File: src/rtl/dacw_pkg.sv
package dacw_pkg;

  typedef enum logic [1:0] {
    ST_IDLE   = 2'd0,
    ST_SETUP  = 2'd1,
    ST_STROBE = 2'd2,
    ST_HOLD   = 2'd3
  } seq_state_t;

  // minimum time in ps -> clock cycles, rounded up; zero stays zero
  function automatic int ps_to_cyc(input int t_ps, input int clk_ps);
    if (t_ps <= 0) return 0;
    return (t_ps + clk_ps - 1) / clk_ps;
  endfunction

  function automatic int imax(input int a, input int b);
    return (a > b) ? a : b;
  endfunction

endpackage

File: src/rtl/dacw_sequencer.sv
module dacw_sequencer #(
  parameter int LOW_CYC     = 13,
  parameter int HOLD_CYC    = 3,
  parameter int CS_HOLD_CYC = 0,
  parameter int CNT_W       = 4
) (
  input  logic clk,
  input  logic rst,
  input  logic req_valid,
  output logic req_ready,
  output logic load_o,
  output logic commit_o,
  output logic cs_n_o,
  output logic wr_n_o
);
  import dacw_pkg::*;

  seq_state_t       st;
  logic [CNT_W-1:0] cnt;
  logic             strobe_last;
  logic             hold_last;

  assign req_ready   = (st == ST_IDLE);
  assign load_o      = req_valid && req_ready;
  assign strobe_last = (st == ST_STROBE) && (cnt == CNT_W'(LOW_CYC - 1));
  assign hold_last   = (st == ST_HOLD) && (cnt == CNT_W'(HOLD_CYC - 1));
  assign commit_o    = strobe_last;

  always_ff @(posedge clk) begin
    if (rst) begin
      st     <= ST_IDLE;
      cnt    <= '0;
      cs_n_o <= 1'b1;
      wr_n_o <= 1'b1;
    end else begin
      case (st)
        ST_IDLE: begin
          if (load_o) begin
            st     <= ST_SETUP;
            cs_n_o <= 1'b0;
            cnt    <= '0;
          end
        end
        ST_SETUP: begin
          st     <= ST_STROBE;
          wr_n_o <= 1'b0;
          cnt    <= '0;
        end
        ST_STROBE: begin
          if (strobe_last) begin
            st     <= ST_HOLD;
            wr_n_o <= 1'b1;
            cnt    <= '0;
            cs_n_o <= (CS_HOLD_CYC == 0);
          end else begin
            cnt <= cnt + 1'b1;
          end
        end
        ST_HOLD: begin
          if (int'(cnt) + 1 >= CS_HOLD_CYC) cs_n_o <= 1'b1;
          if (hold_last) begin
            st  <= ST_IDLE;
            cnt <= '0;
          end else begin
            cnt <= cnt + 1'b1;
          end
        end
        default: st <= ST_IDLE;
      endcase
    end
  end

  assert_wr_in_cs_R4: assert property (@(posedge clk) disable iff (rst)
    !wr_n_o |-> !cs_n_o);

  assert_cs_release_R3: assert property (@(posedge clk) disable iff (rst)
    ($rose(wr_n_o) && (CS_HOLD_CYC == 0)) |-> cs_n_o);

endmodule

File: src/rtl/dacw_bus_regs.sv
module dacw_bus_regs #(
  parameter int DATA_W = 8
) (
  input  logic              clk,
  input  logic              rst,
  input  logic              load,
  input  logic [DATA_W-1:0] in_data,
  input  logic              in_chan,
  input  logic              cs_n,
  output logic [DATA_W-1:0] bus_data,
  output logic              bus_chan
);

  // values are only replaced on acceptance; otherwise they persist
  always_ff @(posedge clk) begin
    if (rst) begin
      bus_data <= '0;
      bus_chan <= 1'b0;
    end else if (load) begin
      bus_data <= in_data;
      bus_chan <= in_chan;
    end
  end

  assert_bus_fixed_in_cs_R5: assert property (@(posedge clk) disable iff (rst)
    (!cs_n && $past(!cs_n)) |-> ($stable(bus_data) && $stable(bus_chan)));

endmodule

File: src/rtl/dacw_shadow.sv
module dacw_shadow #(
  parameter int DATA_W = 8,
  parameter int NUM_CH = 2,
  localparam int CH_W  = (NUM_CH > 1) ? $clog2(NUM_CH) : 1
) (
  input  logic              clk,
  input  logic              rst,
  input  logic              commit,
  input  logic [CH_W-1:0]   chan,
  input  logic [DATA_W-1:0] data,
  output logic [DATA_W-1:0] shadow_o [NUM_CH]
);

  for (genvar g = 0; g < NUM_CH; g++) begin : g_ch
    always_ff @(posedge clk) begin
      if (rst)                                   shadow_o[g] <= '0;
      else if (commit && (chan == CH_W'(g)))     shadow_o[g] <= data;
    end

    assert_shadow_only_on_commit_R8: assert property (@(posedge clk) disable iff (rst)
      !(commit && (chan == CH_W'(g))) |=> $stable(shadow_o[g]));
  end

endmodule

File: src/rtl/dac_pair_writer.sv
module dac_pair_writer #(
  parameter int DATA_W          = 8,
  parameter int CLK_PERIOD_PS   = 4000,
  parameter int T_CS_SETUP_PS   = 50000,
  parameter int T_CS_HOLD_PS    = 0,
  parameter int T_SEL_SETUP_PS  = 50000,
  parameter int T_SEL_HOLD_PS   = 10000,
  parameter int T_DAT_SETUP_PS  = 25000,
  parameter int T_DAT_HOLD_PS   = 10000,
  parameter int T_WR_PULSE_PS   = 50000
) (
  input  logic              clk,
  input  logic              rst,
  input  logic              req_valid,
  output logic              req_ready,
  input  logic [DATA_W-1:0] req_data,
  input  logic              req_chan,
  output logic [DATA_W-1:0] bus_data,
  output logic              bus_cs_n,
  output logic              bus_wr_n,
  output logic              bus_chan,
  output logic [DATA_W-1:0] shadow_a,
  output logic [DATA_W-1:0] shadow_b
);
  import dacw_pkg::*;

  localparam int CS_SET_C  = ps_to_cyc(T_CS_SETUP_PS,  CLK_PERIOD_PS);
  localparam int CS_HOLD_C = ps_to_cyc(T_CS_HOLD_PS,   CLK_PERIOD_PS);
  localparam int SEL_SET_C = ps_to_cyc(T_SEL_SETUP_PS, CLK_PERIOD_PS);
  localparam int SEL_HLD_C = ps_to_cyc(T_SEL_HOLD_PS,  CLK_PERIOD_PS);
  localparam int DAT_SET_C = ps_to_cyc(T_DAT_SETUP_PS, CLK_PERIOD_PS);
  localparam int DAT_HLD_C = ps_to_cyc(T_DAT_HOLD_PS,  CLK_PERIOD_PS);
  localparam int WR_LOW_C  = ps_to_cyc(T_WR_PULSE_PS,  CLK_PERIOD_PS);
  localparam int LOW_CYC   = imax(imax(imax(WR_LOW_C, CS_SET_C),
                                       imax(SEL_SET_C, DAT_SET_C)), 1);
  localparam int HOLD_CYC  = imax(imax(SEL_HLD_C, DAT_HLD_C), imax(CS_HOLD_C, 1));
  localparam int CNT_W     = $clog2(imax(LOW_CYC, HOLD_CYC) + 1);
  localparam int RUN_W     = CNT_W + 2;

  logic              load;
  logic              commit;
  logic [DATA_W-1:0] shadow [2];

  dacw_sequencer #(
    .LOW_CYC    (LOW_CYC),
    .HOLD_CYC   (HOLD_CYC),
    .CS_HOLD_CYC(CS_HOLD_C),
    .CNT_W      (CNT_W)
  ) u_seq (
    .clk      (clk),
    .rst      (rst),
    .req_valid(req_valid),
    .req_ready(req_ready),
    .load_o   (load),
    .commit_o (commit),
    .cs_n_o   (bus_cs_n),
    .wr_n_o   (bus_wr_n)
  );

  dacw_bus_regs #(.DATA_W(DATA_W)) u_bus (
    .clk     (clk),
    .rst     (rst),
    .load    (load),
    .in_data (req_data),
    .in_chan (req_chan),
    .cs_n    (bus_cs_n),
    .bus_data(bus_data),
    .bus_chan(bus_chan)
  );

  dacw_shadow #(.DATA_W(DATA_W), .NUM_CH(2)) u_shadow (
    .clk     (clk),
    .rst     (rst),
    .commit  (commit),
    .chan    (bus_chan),
    .data    (bus_data),
    .shadow_o(shadow)
  );

  assign shadow_a = shadow[0];
  assign shadow_b = shadow[1];

  // run-length counters used by the timing assertions below
  logic [RUN_W-1:0] cs_run;
  logic [RUN_W-1:0] wr_run;

  always_ff @(posedge clk) begin
    if (rst) begin
      cs_run <= '0;
      wr_run <= '0;
    end else begin
      if (bus_cs_n)       cs_run <= '0;
      else if (~&cs_run)  cs_run <= cs_run + 1'b1;
      if (bus_wr_n)       wr_run <= '0;
      else if (~&wr_run)  wr_run <= wr_run + 1'b1;
    end
  end

  assert_cs_setup_R3: assert property (@(posedge clk) disable iff (rst)
    $rose(bus_wr_n) |-> (cs_run >= RUN_W'(CS_SET_C)));

  assert_strobe_width_R4: assert property (@(posedge clk) disable iff (rst)
    $rose(bus_wr_n) |-> (wr_run >= RUN_W'(WR_LOW_C)));

  assert_busy_bus_steady_R5: assert property (@(posedge clk) disable iff (rst)
    (!req_ready && $past(!req_ready)) |-> ($stable(bus_data) && $stable(bus_chan)));

  assert_no_ready_in_cycle_R6: assert property (@(posedge clk) disable iff (rst)
    !bus_cs_n |-> !req_ready);

endmodule

File: config.mk
export PLATFORM = sky130hd
export DESIGN_NAME = dac_pair_writer
export DESIGN_NICKNAME = d
export VERILOG_FILES = /design/src/rtl/dacw_pkg.sv /design/src/rtl/dacw_sequencer.sv /design/src/rtl/dacw_bus_regs.sv /design/src/rtl/dacw_shadow.sv /design/src/rtl/dac_pair_writer.sv
export SDC_FILE = /design/constraint.sdc
export NUM_CORES = 1
export LEC_CHECK = 0
export ABC_CLOCK_PERIOD_IN_PS = 1600
export BUFFER_PORTS_ARGS = -buffer_cell sky130_fd_sc_hd__buf_4
export CAP_MARGIN = 20
export CORE_MARGIN = 3
export CORE_UTILIZATION = 45
export CTS_CLUSTER_SIZE = 28
export DETAILED_ROUTE_END_ITERATION = 16
export GPL_TIMING_DRIVEN = 0
export PLACE_DENSITY = 0.69
export SYNTH_ARGS = -nofsm -noshare
export SYNTH_HDL_FRONTEND = slang
export SYNTH_SLANG_ARGS = --single-unit
File: constraint.sdc
create_clock -name clk -period 1.6 [get_ports clk]
set_input_delay 0.08 -clock clk [delete_from_list [all_inputs] [get_ports clk]]
set_output_delay 0.08 -clock clk [all_outputs]
set_load 0.01 [all_outputs]
After elaboration in Yosys (flattened, before gate mapping)
Index checks and enable logic that the tools add are counted.
Operators by class
  $add $sub $neg: 2
  $lt $le $gt $ge: 1
  eq/ne operators: 9
  multiplexer cells: 13
  bitwise logic cells: 1
  reductions and logical operators: 11
Operator list (count)
  $ge A32 B1 Y1 const B: 1
  $pmux W4 S4: 1
  $mux W4: 3
  $pmux W2 S4: 1
  $mux W2: 3
  $add A4 B1 Y5 const B: 1
  $logic_and A1 B1 Y1: 5
  $add A4 B1 Y4 const B: 1
  $eq A2 B2 Y1 const B: 2
  $eq A4 B2 Y1 const B: 1
  $eq A4 B4 Y1 const B: 1
  $ne A2 B1 Y1 const B: 2
  $ne A2 B2 Y1 const B: 2
  $reduce_and A4 Y1: 1
  $mux W1: 3
  $pmux W1 S3: 1
  $reduce_and A3 Y1: 1
  $reduce_bool A3 Y1: 1
  $eq A2 B1 Y1 const B: 1
  $logic_not A2 Y1: 1
  $pmux W1 S2: 1
  $reduce_and A2 Y1: 1
  $reduce_bool A2 Y1: 1
  $not A1 Y1: 1
Word-level totals
  flip-flop bits (word level): 33
  input bits: 12
  output and inout bits: 28
  logic and storage cells: 45

Depth between registers and ports, before layout
Gate-level depths: netlist of the first run.
  depth in word-level cells: 4
  depth in mapped cells: 7
  depth with buffers taken out: 6

By module
From an unflattened synthesis of the first run, not the netlist that was laid out.
Second synthesis, totals
  cell total of the unflattened synthesis: 154
  area, all modules: 1517.7 um^2
Modules (own cells, without submodules)
  dacw_shadow: times used 1, cells each 64, area an instance 674.4 um^2, sequential area each 320.3 um^2
  dacw_sequencer: times used 1, cells each 61, area an instance 524.3 um^2, sequential area each 160.2 um^2
  dacw_bus_regs: times used 1, cells each 29, area an instance 319.1 um^2, sequential area each 180.2 um^2

Least setup slack after synthesis of the first run
OpenSTA, ideal clock, no wires.
  path kind: register -> register
  start: register u_seq.st[0]
  end: register u_seq.cnt[2]
  setup time: 74 ps
  data arrival time: 1627 ps
  data required time: 1526 ps
  slack: -101 ps
  stages on the path, launching flop included: 7
  buffers on the path: 1
  period minus slack after synthesis: 1701 ps
  cells stage by stage: dfxtp_1 inv_1 ha_1 nor2b_1 clkbuf_1 or4b_1 a31oi_1
On the way
  elaborated cells on any way between the ends: 11
  those cells by class: eq/ne: 4; mux: 3; reduce/logical: 4
RTL lines
  start, declared: RTL line dacw_sequencer.sv:18  | seq_state_t st;
  start signal, assigned: RTL line dacw_sequencer.sv:31  | st <= ST_IDLE;
  start signal, assigned: RTL line dacw_sequencer.sv:39  | st <= ST_SETUP;
  start signal, assigned: RTL line dacw_sequencer.sv:45  | st <= ST_STROBE;
  $logic_not A2 Y1 (*): RTL line dacw_sequencer.sv:23  | assign req_ready = (st == ST_IDLE);
  named net req_ready: RTL line dac_pair_writer.sv:15  | output logic req_ready,
  $logic_and A1 B1 Y1: RTL line dacw_sequencer.sv:24  | assign load_o = req_valid && req_ready;
  $ne A2 B2 Y1 (no source line)
  end signal, assigned: RTL line dacw_sequencer.sv:56  | cnt <= cnt + 1'b1;
  end signal, assigned: RTL line dacw_sequencer.sv:65  | cnt <= cnt + 1'b1;
  end, declared: RTL line dacw_sequencer.sv:19  | logic [CNT_W-1:0] cnt;
Mark *: on every way through the listed nets, which the timed path passes. The rest lies on a longest branch.
A chain may end at the register's enable or synchronous reset.

Worst setup path after layout of the first run
  start: register u_seq.st[0]
  end: register u_seq.st[0]
On the way
  longest elaborated chain between the ends: 4
  elaborated cells on any way between the ends: 12
  those cells by class: eq/ne: 6; mux: 1; reduce/logical: 5
RTL lines (RTL line)
  $eq A2 B2 Y1, or another cell as far along: dacw_sequencer.sv:25, dacw_sequencer.sv:36
  $logic_and A1 B1 Y1 (on tied branches): dacw_sequencer.sv:25, dacw_sequencer.sv:24, dacw_sequencer.sv:26
  $ne A2 B1 Y1 (no source line) / $ne A2 B2 Y1 (equally long branches)
  $reduce_and A3 Y1 (no source line)
Several ways; a longest one is shown, not always the timed one.

==> results of run 1 <==
[through the flow]
step	utilization, %	std cells	power, mW	area [um^2]
floorplan	-	164	1.480	1416
detailed placement	61.24	245	1.768	1762
finish	70.16	264	2.470	2018
global placement	61.24	245	1.727	1762
CTS	67.16	259	2.309	1932
global route	70.16	264	2.628	2018
[what timing repair did]
| item | 4_1_cts | 5_1_grt |
|---|---|---|
| pin swaps | 2 | 6 |
| endpoints found under the hold margin | 10 | 0 |
| gates resized for setup | 12 | 17 |
| hold buffers | 8 | 0 |
| setup buffers | 0 | 5 |
| setup endpoints to repair | 31 | 23 |
[cell usage in the layout, fill, tap and decap left out, types with 2 or more instances in the layout]
cell type,count
sky130_fd_sc_hd__dfxtp_2,2
sky130_fd_sc_hd__a21oi_1,21
sky130_fd_sc_hd__dfxtp_1,29
sky130_fd_sc_hd__nor2_1,9
sky130_fd_sc_hd__clkbuf_1,6
sky130_fd_sc_hd__nand3b_1,2
sky130_fd_sc_hd__ha_1,3
sky130_fd_sc_hd__nand2_1,23
sky130_fd_sc_hd__nor2b_4,2
sky130_fd_sc_hd__a31oi_1,2
sky130_fd_sc_hd__inv_2,2
sky130_fd_sc_hd__dlygate4sd3_1,8
sky130_fd_sc_hd__buf_4,43
sky130_fd_sc_hd__clkbuf_4,6
sky130_fd_sc_hd__nand2b_1,4
sky130_fd_sc_hd__inv_1,2
sky130_fd_sc_hd__o21ai_0,3
sky130_fd_sc_hd__nand3_1,23
sky130_fd_sc_hd__ha_2,4
sky130_fd_sc_hd__dfxtp_4,2
sky130_fd_sc_hd__mux2i_1,8
[worst max-delay path: cells and delay by family (launching register included)]
family	cells	cell delay [ps]
AOI/OAI and AO/OA	1	110
adders and majority gates	1	180
buffers and inverters	2	180
DFF	1	390
and+or+nand+nor	3	710
[layer usage]
metal | up-vias | global-route usage (%)
li1 | 683 | -
met1 | 611 | 26.95
met2 | 48 | 31.36
met3 | 6 | 6.818
met4 | 0 | 7.273
met5 | - | 0
[cells by family (layout without fill, tap and decap cells)]
group | count (synthesis) | count (layout) | synth area share [%]
compound gates | 29 | 29 | 10.74
fa+ha+maj | 8 | 8 | 7.099
buf+inv | 14 | 72 | 4.082
flops | 33 | 33 | 46.85
mux | 8 | 8 | 5.679
simple gates | 72 | 72 | 25.55
[final timing paths]
| check | from | endpoint | slack [ps] | cells past startpoint |
|---|---|---|---|---|
| worst max-delay path | u_seq.st[0] | u_seq.st[0] | -30 | 7 |
| worst min register to register | u_shadow.shadow_o[0] | u_shadow.shadow_o[0] | 460 | 2 |
| worst max register to register | u_seq.st[0] | u_seq.st[0] | -30 | 7 |
| worst min-delay path | req_chan | u_bus.bus_chan | 8 | 3 |
[state kept, by name, summed over array words and instances (netlist names)]
name and flops:
u_bus.bus_data 8, u_seq.wr_n_o 1, u_bus.bus_chan 1, u_shadow.shadow_o 16, u_seq.st 2, u_seq.cnt 4
u_seq.cs_n_o 1
[report_power, final]
| group | total [mW] | leakage [nW] | internal, mW | switching (mW) |
|---|---|---|---|---|
| clock network | 0.475 | 0.0314 | 0.207 | 0.268 |
| registers | 1.04 | 0.270 | 0.929 | 0.112 |
| logic | 0.954 | 0.491 | 0.463 | 0.490 |
| total | 2.47 | 0.793 | 1.60 | 0.871 |
[area by class of cell]
class / count / area [um^2]
Buffer: 8 / 46.29
Clock buffer: 7 / 55.05
Fill cell: 234 / 858.3
Inverter: 5 / 21.27
Multi-Input combinational cell: 117 / 758.2
Sequential cell: 33 / 670.6
Tap cell: 42 / 52.55
Timing Repair Buffer: 52 / 414.1
==> results.toml, run 1 <==
[outcome]
outcome = "complete, but fails checks"
failed_checks = "negative setup slack"

[route]
antenna_left = 0
post-route-drc-count = 0
detail_route.wirelength_mm = 3.724
met3_wirelength_um = 190
detailedRoute.firstPassIterationCount = 4
metal_1_wl_mm = 1.808
drt_first_iter_violations = 90
vias = 1348
routed.top_layer = "met4"
detail_route.vias_per_cell = 5.106
met2WireLength_mm = 1.671
post_drt_wl_per_cell_um = 14.11

[worst_setup_path]
critical_path.endpoint_type = "register"
crit_arrival_ps = 1900
worst_ep_required_time_ps = 1870
timing.critical_path.slowest_cell_delay_ps = 390
path_max_fanout = 6
critical_path_slowest_stage_cell = "sky130_fd_sc_hd__dfxtp_4"
crit_path_cell_trace = "inv_4, ha_4, nor4b_4, nor3_4, buf_6, or3_4, a21oi_2"
startpoint_type = "register"
critical_path_type = "reg2reg"

[synth]
async_set_or_reset_register_ratio_after_synthesis_pct = 0
netlist_instances = 164
ys_warn_count = 0
mappedNetlistArea_um2 = 1410
synth_top_cell_area_share_pct = 46.85
yosys.area.top_type = "sky130_fd_sc_hd__dfxtp_1"
avgSynthCellArea_um2 = 8.598
number_of_enable_type_register_cells_in_the_synthesized_netlist = 0
dominantRegCellSynth = "sky130_fd_sc_hd__dfxtp_1"
ys_top_cells_by_count = "sky130_fd_sc_hd__dfxtp_1, sky130_fd_sc_hd__nand2_1, sky130_fd_sc_hd__nand3_1, sky130_fd_sc_hd__a21oi_1, sky130_fd_sc_hd__nor2_1"
synth_area_leaders = "sky130_fd_sc_hd__dfxtp_1, sky130_fd_sc_hd__nand3_1, sky130_fd_sc_hd__a21oi_1"
yosysSeqAreaShare_pct = 46.85
synth.most_common_cell = "sky130_fd_sc_hd__dfxtp_1"
synth.net_count = 184
post_synth_num_cell_types = 25
postSynthRegisterBits = 33

[power]
power.density_nw_per_um2 = 1224
power_leakage_nw = 0.7928
power.ir.vdd_worst_mv = 0.8586

[sta]
max_slew_margin_pct = 64.08
max_freq_ghz = 0.6119
fin_crit_ps = 1634
max_slew_violation_count = 0
worstMarginPinSlew_ps = 538.9
finalSetupTns_ps = -34.36
finalCritPeriodShare_pct = 102.1
setup_slack_ps = -34.36
hold_viol_final = 0
fin_worst_skew_ps = 9.603
timing.hold.ws_ps = 8.267
setup_repair_after_global_routing_missed_its_margin = "yes"
finalSetupViolations = 1

[clock_network]
cts.path.max_buffers = 2
cts_made_buffers = 5
cts_tree = "done"
clk_latency_ps = 340
root_buffer = "sky130_fd_sc_hd__clkbuf_4"
clk_slew_on_worst_s_h_paths_ps = 100
cts_htree_levels = 2
clock-sinks = 33

[placed_design]
place_ws_ps = -210.9
hpwlAfterDp_mm = 2.510
port_buffers = 39
gp_congestion = 0.8610

[floorplan]
core_area_um2 = 2877
initial_utilization_pct = 49.02
floorplan.rows = 19
die_w_um = 61.98
die_outline_area_um2 = 3842
die_height_um = 61.98
ios = 40

[grt]
first_global_vias = 1240
antenna_found_initial = 0
globalRouteTotalUtil_pct = 20.52
pin_count_of_the_biggest_net_entering_global_routing = 11
first_pass_grt_wire_length_mm = 5.699
grt_overflow = 0

[final_layout]
finish.net_count = 242
insertedDiodeCount = 0
syn2layout_area_growth_pct = 43.12
layout-drive-gt1-share_pct = 32.88

[flow_run]
drv.max_cap_violation_count = 0

[hold_path]
hold_class = "in2reg"
Note: power is estimated with default switching activity, not from simulation.
==> run 2: changes to the inputs <==
CORE_UTILIZATION = 40   (was 45)
PLACE_DENSITY = 0.62   (was 0.69)
SKIP_LAST_GASP = 1   (was not set)
==> run 2 against run 1 <==
  * The flow still finishes with violations (negative setup slack)
  * Clock skew fell by 1.7 ps
  * First-iteration DRC count fell by 59%
  * Maximum frequency rose by 1.2%
  * Design area fell by 0.62%
  * Worst hold slack improved by 3.2 ps
  * Via count fell by 2.8%
  * Global-route usage fell by 2.3 points
  * Die area rose by 11%
  * Utilization fell by 7.5 points
  * Sequential share of layout area rose by 0.33 points
  * Largest cell class unchanged
==> results.toml, run 2 (same netlist as run 1, synthesis figures left out) <==
[grt]
grt_overflow = 0
pin_count_of_the_biggest_net_entering_global_routing = 11
globalRouteTotalUtil_pct = 18.21
first_pass_grt_wire_length_mm = 5.878
antenna_found_initial = 0
first_global_vias = 1231

[placed_design]
port_buffers = 39
gp_congestion = 0.8552
place_ws_ps = -215.1
dp.cells = 247
dpl-instance-area_um2 = 1764
hpwlAfterDp_mm = 2.573

[floorplan]
initial_utilization_pct = 44.02
die_height_um = 65.38
die_w_um = 65.38
floorplan.rows = 20
die_outline_area_um2 = 4274
ios = 40
core_area_um2 = 3203

[route]
vias = 1310
detail_route.wirelength_mm = 3.663
detail_route.vias_per_cell = 4.981
post_drt_wl_per_cell_um = 13.93
post-route-drc-count = 0
detailedRoute.firstPassIterationCount = 4
drt_first_iter_violations = 37
antenna_left = 0

[sta]
worstMarginPinSlew_ps = 568.6
setup_slack_ps = -14.77
finalSetupViolations = 1
max_slew_margin_pct = 62.09
fin_worst_skew_ps = 7.870
timing.hold.ws_ps = 11.45
setup_repair_after_global_routing_missed_its_margin = "yes"
max_freq_ghz = 0.6193
finalCritPeriodShare_pct = 100.9
max_slew_violation_count = 0
hold_viol_final = 0
fin_crit_ps = 1615

[final_layout]
biggestRegsByFlops = "u_shadow.shadow_o: 16 flops, u_bus.bus_data: 8 flops, u_seq.cnt: 4 flops"
layout.core_utilization_pct = 62.62
layout-drive-gt1-share_pct = 33.79
layout_common_cells = "sky130_fd_sc_hd__buf_4, sky130_fd_sc_hd__dfxtp_1, sky130_fd_sc_hd__nand3_1, sky130_fd_sc_hd__nand2_1, sky130_fd_sc_hd__a21oi_1"
number_of_flip_flops_in_the_largest_register = 16
most_common_cell_after_layout_fill_and_taps_aside = "sky130_fd_sc_hd__buf_4"
finish.net_count = 239
design_area_um2 = 2006
layoutNonFillerInstCount = 263
syn2layout_area_growth_pct = 42.24
fillers = 322
register_area_um2 = 673.1
insertedDiodeCount = 0
top_register = "u_shadow.shadow_o"
multi_input_area_um2 = 772.0

[worst_setup_path]
path_delay_family = "simple AND/OR/NAND/NOR gates"
path_depth = 6
startpoint_type = "register"
critical_path_type = "reg2reg"
worst_r2r_endpoint = "u_seq.st[0]"
timing.critical_path.to = "u_seq.st[0]"
critical_path_slowest_stage_cell = "sky130_fd_sc_hd__dfxtp_4"
critical_r2r_launch = "u_seq.cnt[0]"
crit_arrival_ps = 1880
critical_path.endpoint_type = "register"
crit_buf_inv = 1
cp-startpoint = "u_seq.cnt[0]"
timing.critical_path.slowest_cell_delay_ps = 370
crit_path_cell_trace = "inv_2, ha_2, nor4b_4, nor3_4, or3_4, a21oi_2"
path_max_fanout = 5
r2r_slack_ps = -10
worst_ep_required_time_ps = 1860
worst-r2r-cell-count = 6

[clock_network]
cts_made_buffers = 5
root_buffer = "sky130_fd_sc_hd__clkbuf_4"
cts.path.max_buffers = 2
clk_latency_ps = 330
clock-sinks = 33
cts_tree = "done"
cts_htree_levels = 2
clk_slew_on_worst_s_h_paths_ps = 100

[flow_run]
drv.max_cap_violation_count = 0

[power]
power.density_nw_per_um2 = 1223
power_leakage_nw = 0.7795
power.ir.vdd_worst_mv = 0.7935

[outcome]
outcome = "complete, but fails checks"
failed_checks = "negative setup slack"

[hold_path]
hold_class = "in2reg"
-- run 2: through the flow --
step	TNS (ps)	total power [mW]
after detailed placement	-2815	1.767
after global routing	-379.6	2.597
final	-14.77	2.452
after CTS	0	2.329
after global placement	-1831	1.734
after floorplan	-19.86	1.480
-- run 2: worst min-delay path by stage --
stage	start	endpoint	slack [ps]	cells after the start
after global placement	rst	u_seq.cnt[2]	280	2
final	req_data[7]	u_bus.bus_data[7]	10	3
after floorplan	rst	u_seq.cnt[2]	150	1
after global routing	req_data[5]	u_bus.bus_data[5]	8	3
after CTS	req_data[3]	u_bus.bus_data[3]	3	3
after detailed placement	rst	u_seq.cnt[2]	290	2
-- run 2: area by class of cell --
| type | count | area share (%) |
|---|---|---|
| Multi-Input combinational cell | 118 | 38.49 |
| Sequential cell | 33 | 33.56 |
| Timing Repair Buffer | 48 | 19.09 |
| Clock buffer | 7 | 2.745 |
| Tap cell | 44 | 2.745 |
| Buffer | 8 | 2.308 |
| Inverter | 5 | 1.061 |
-- run 2: timing repair --
action	CTS	global route
endpoints found under the hold margin	4	2
gates cloned	1	0
pin swaps	3	4
setup endpoints to repair	23	32
setup buffers	1	4
gates resized for setup	14	16
hold buffers	2	2
-- run 2: report_power, final --
part	leakage, nW	switching, mW	internal [mW]
Sequential	0.271	0.107	0.930
Clock	0.0314	0.259	0.207
Combinational	0.477	0.494	0.455
Total	0.780	0.860	1.59
-- run 2: worst reg2reg max path, cell delays in order, from the launching register on --
cell	delay, ps
sky130_fd_sc_hd__dfxtp_4	370
sky130_fd_sc_hd__inv_2	90
sky130_fd_sc_hd__ha_2	190
sky130_fd_sc_hd__nor4b_4	290
sky130_fd_sc_hd__nor3_4	100
sky130_fd_sc_hd__or3_4	350
sky130_fd_sc_hd__a21oi_2	150
-- run 2: layer usage --
layer / global-route usage [%] / vias up / wire length (um)
li1: - / 671 / -
met1: 24.36 / 589 / 1792
met2: 26.93 / 41 / 1586
met3: 4.957 / 9 / 212
met4: 8.808 / 0 / 72
met5: 0 / - / 0
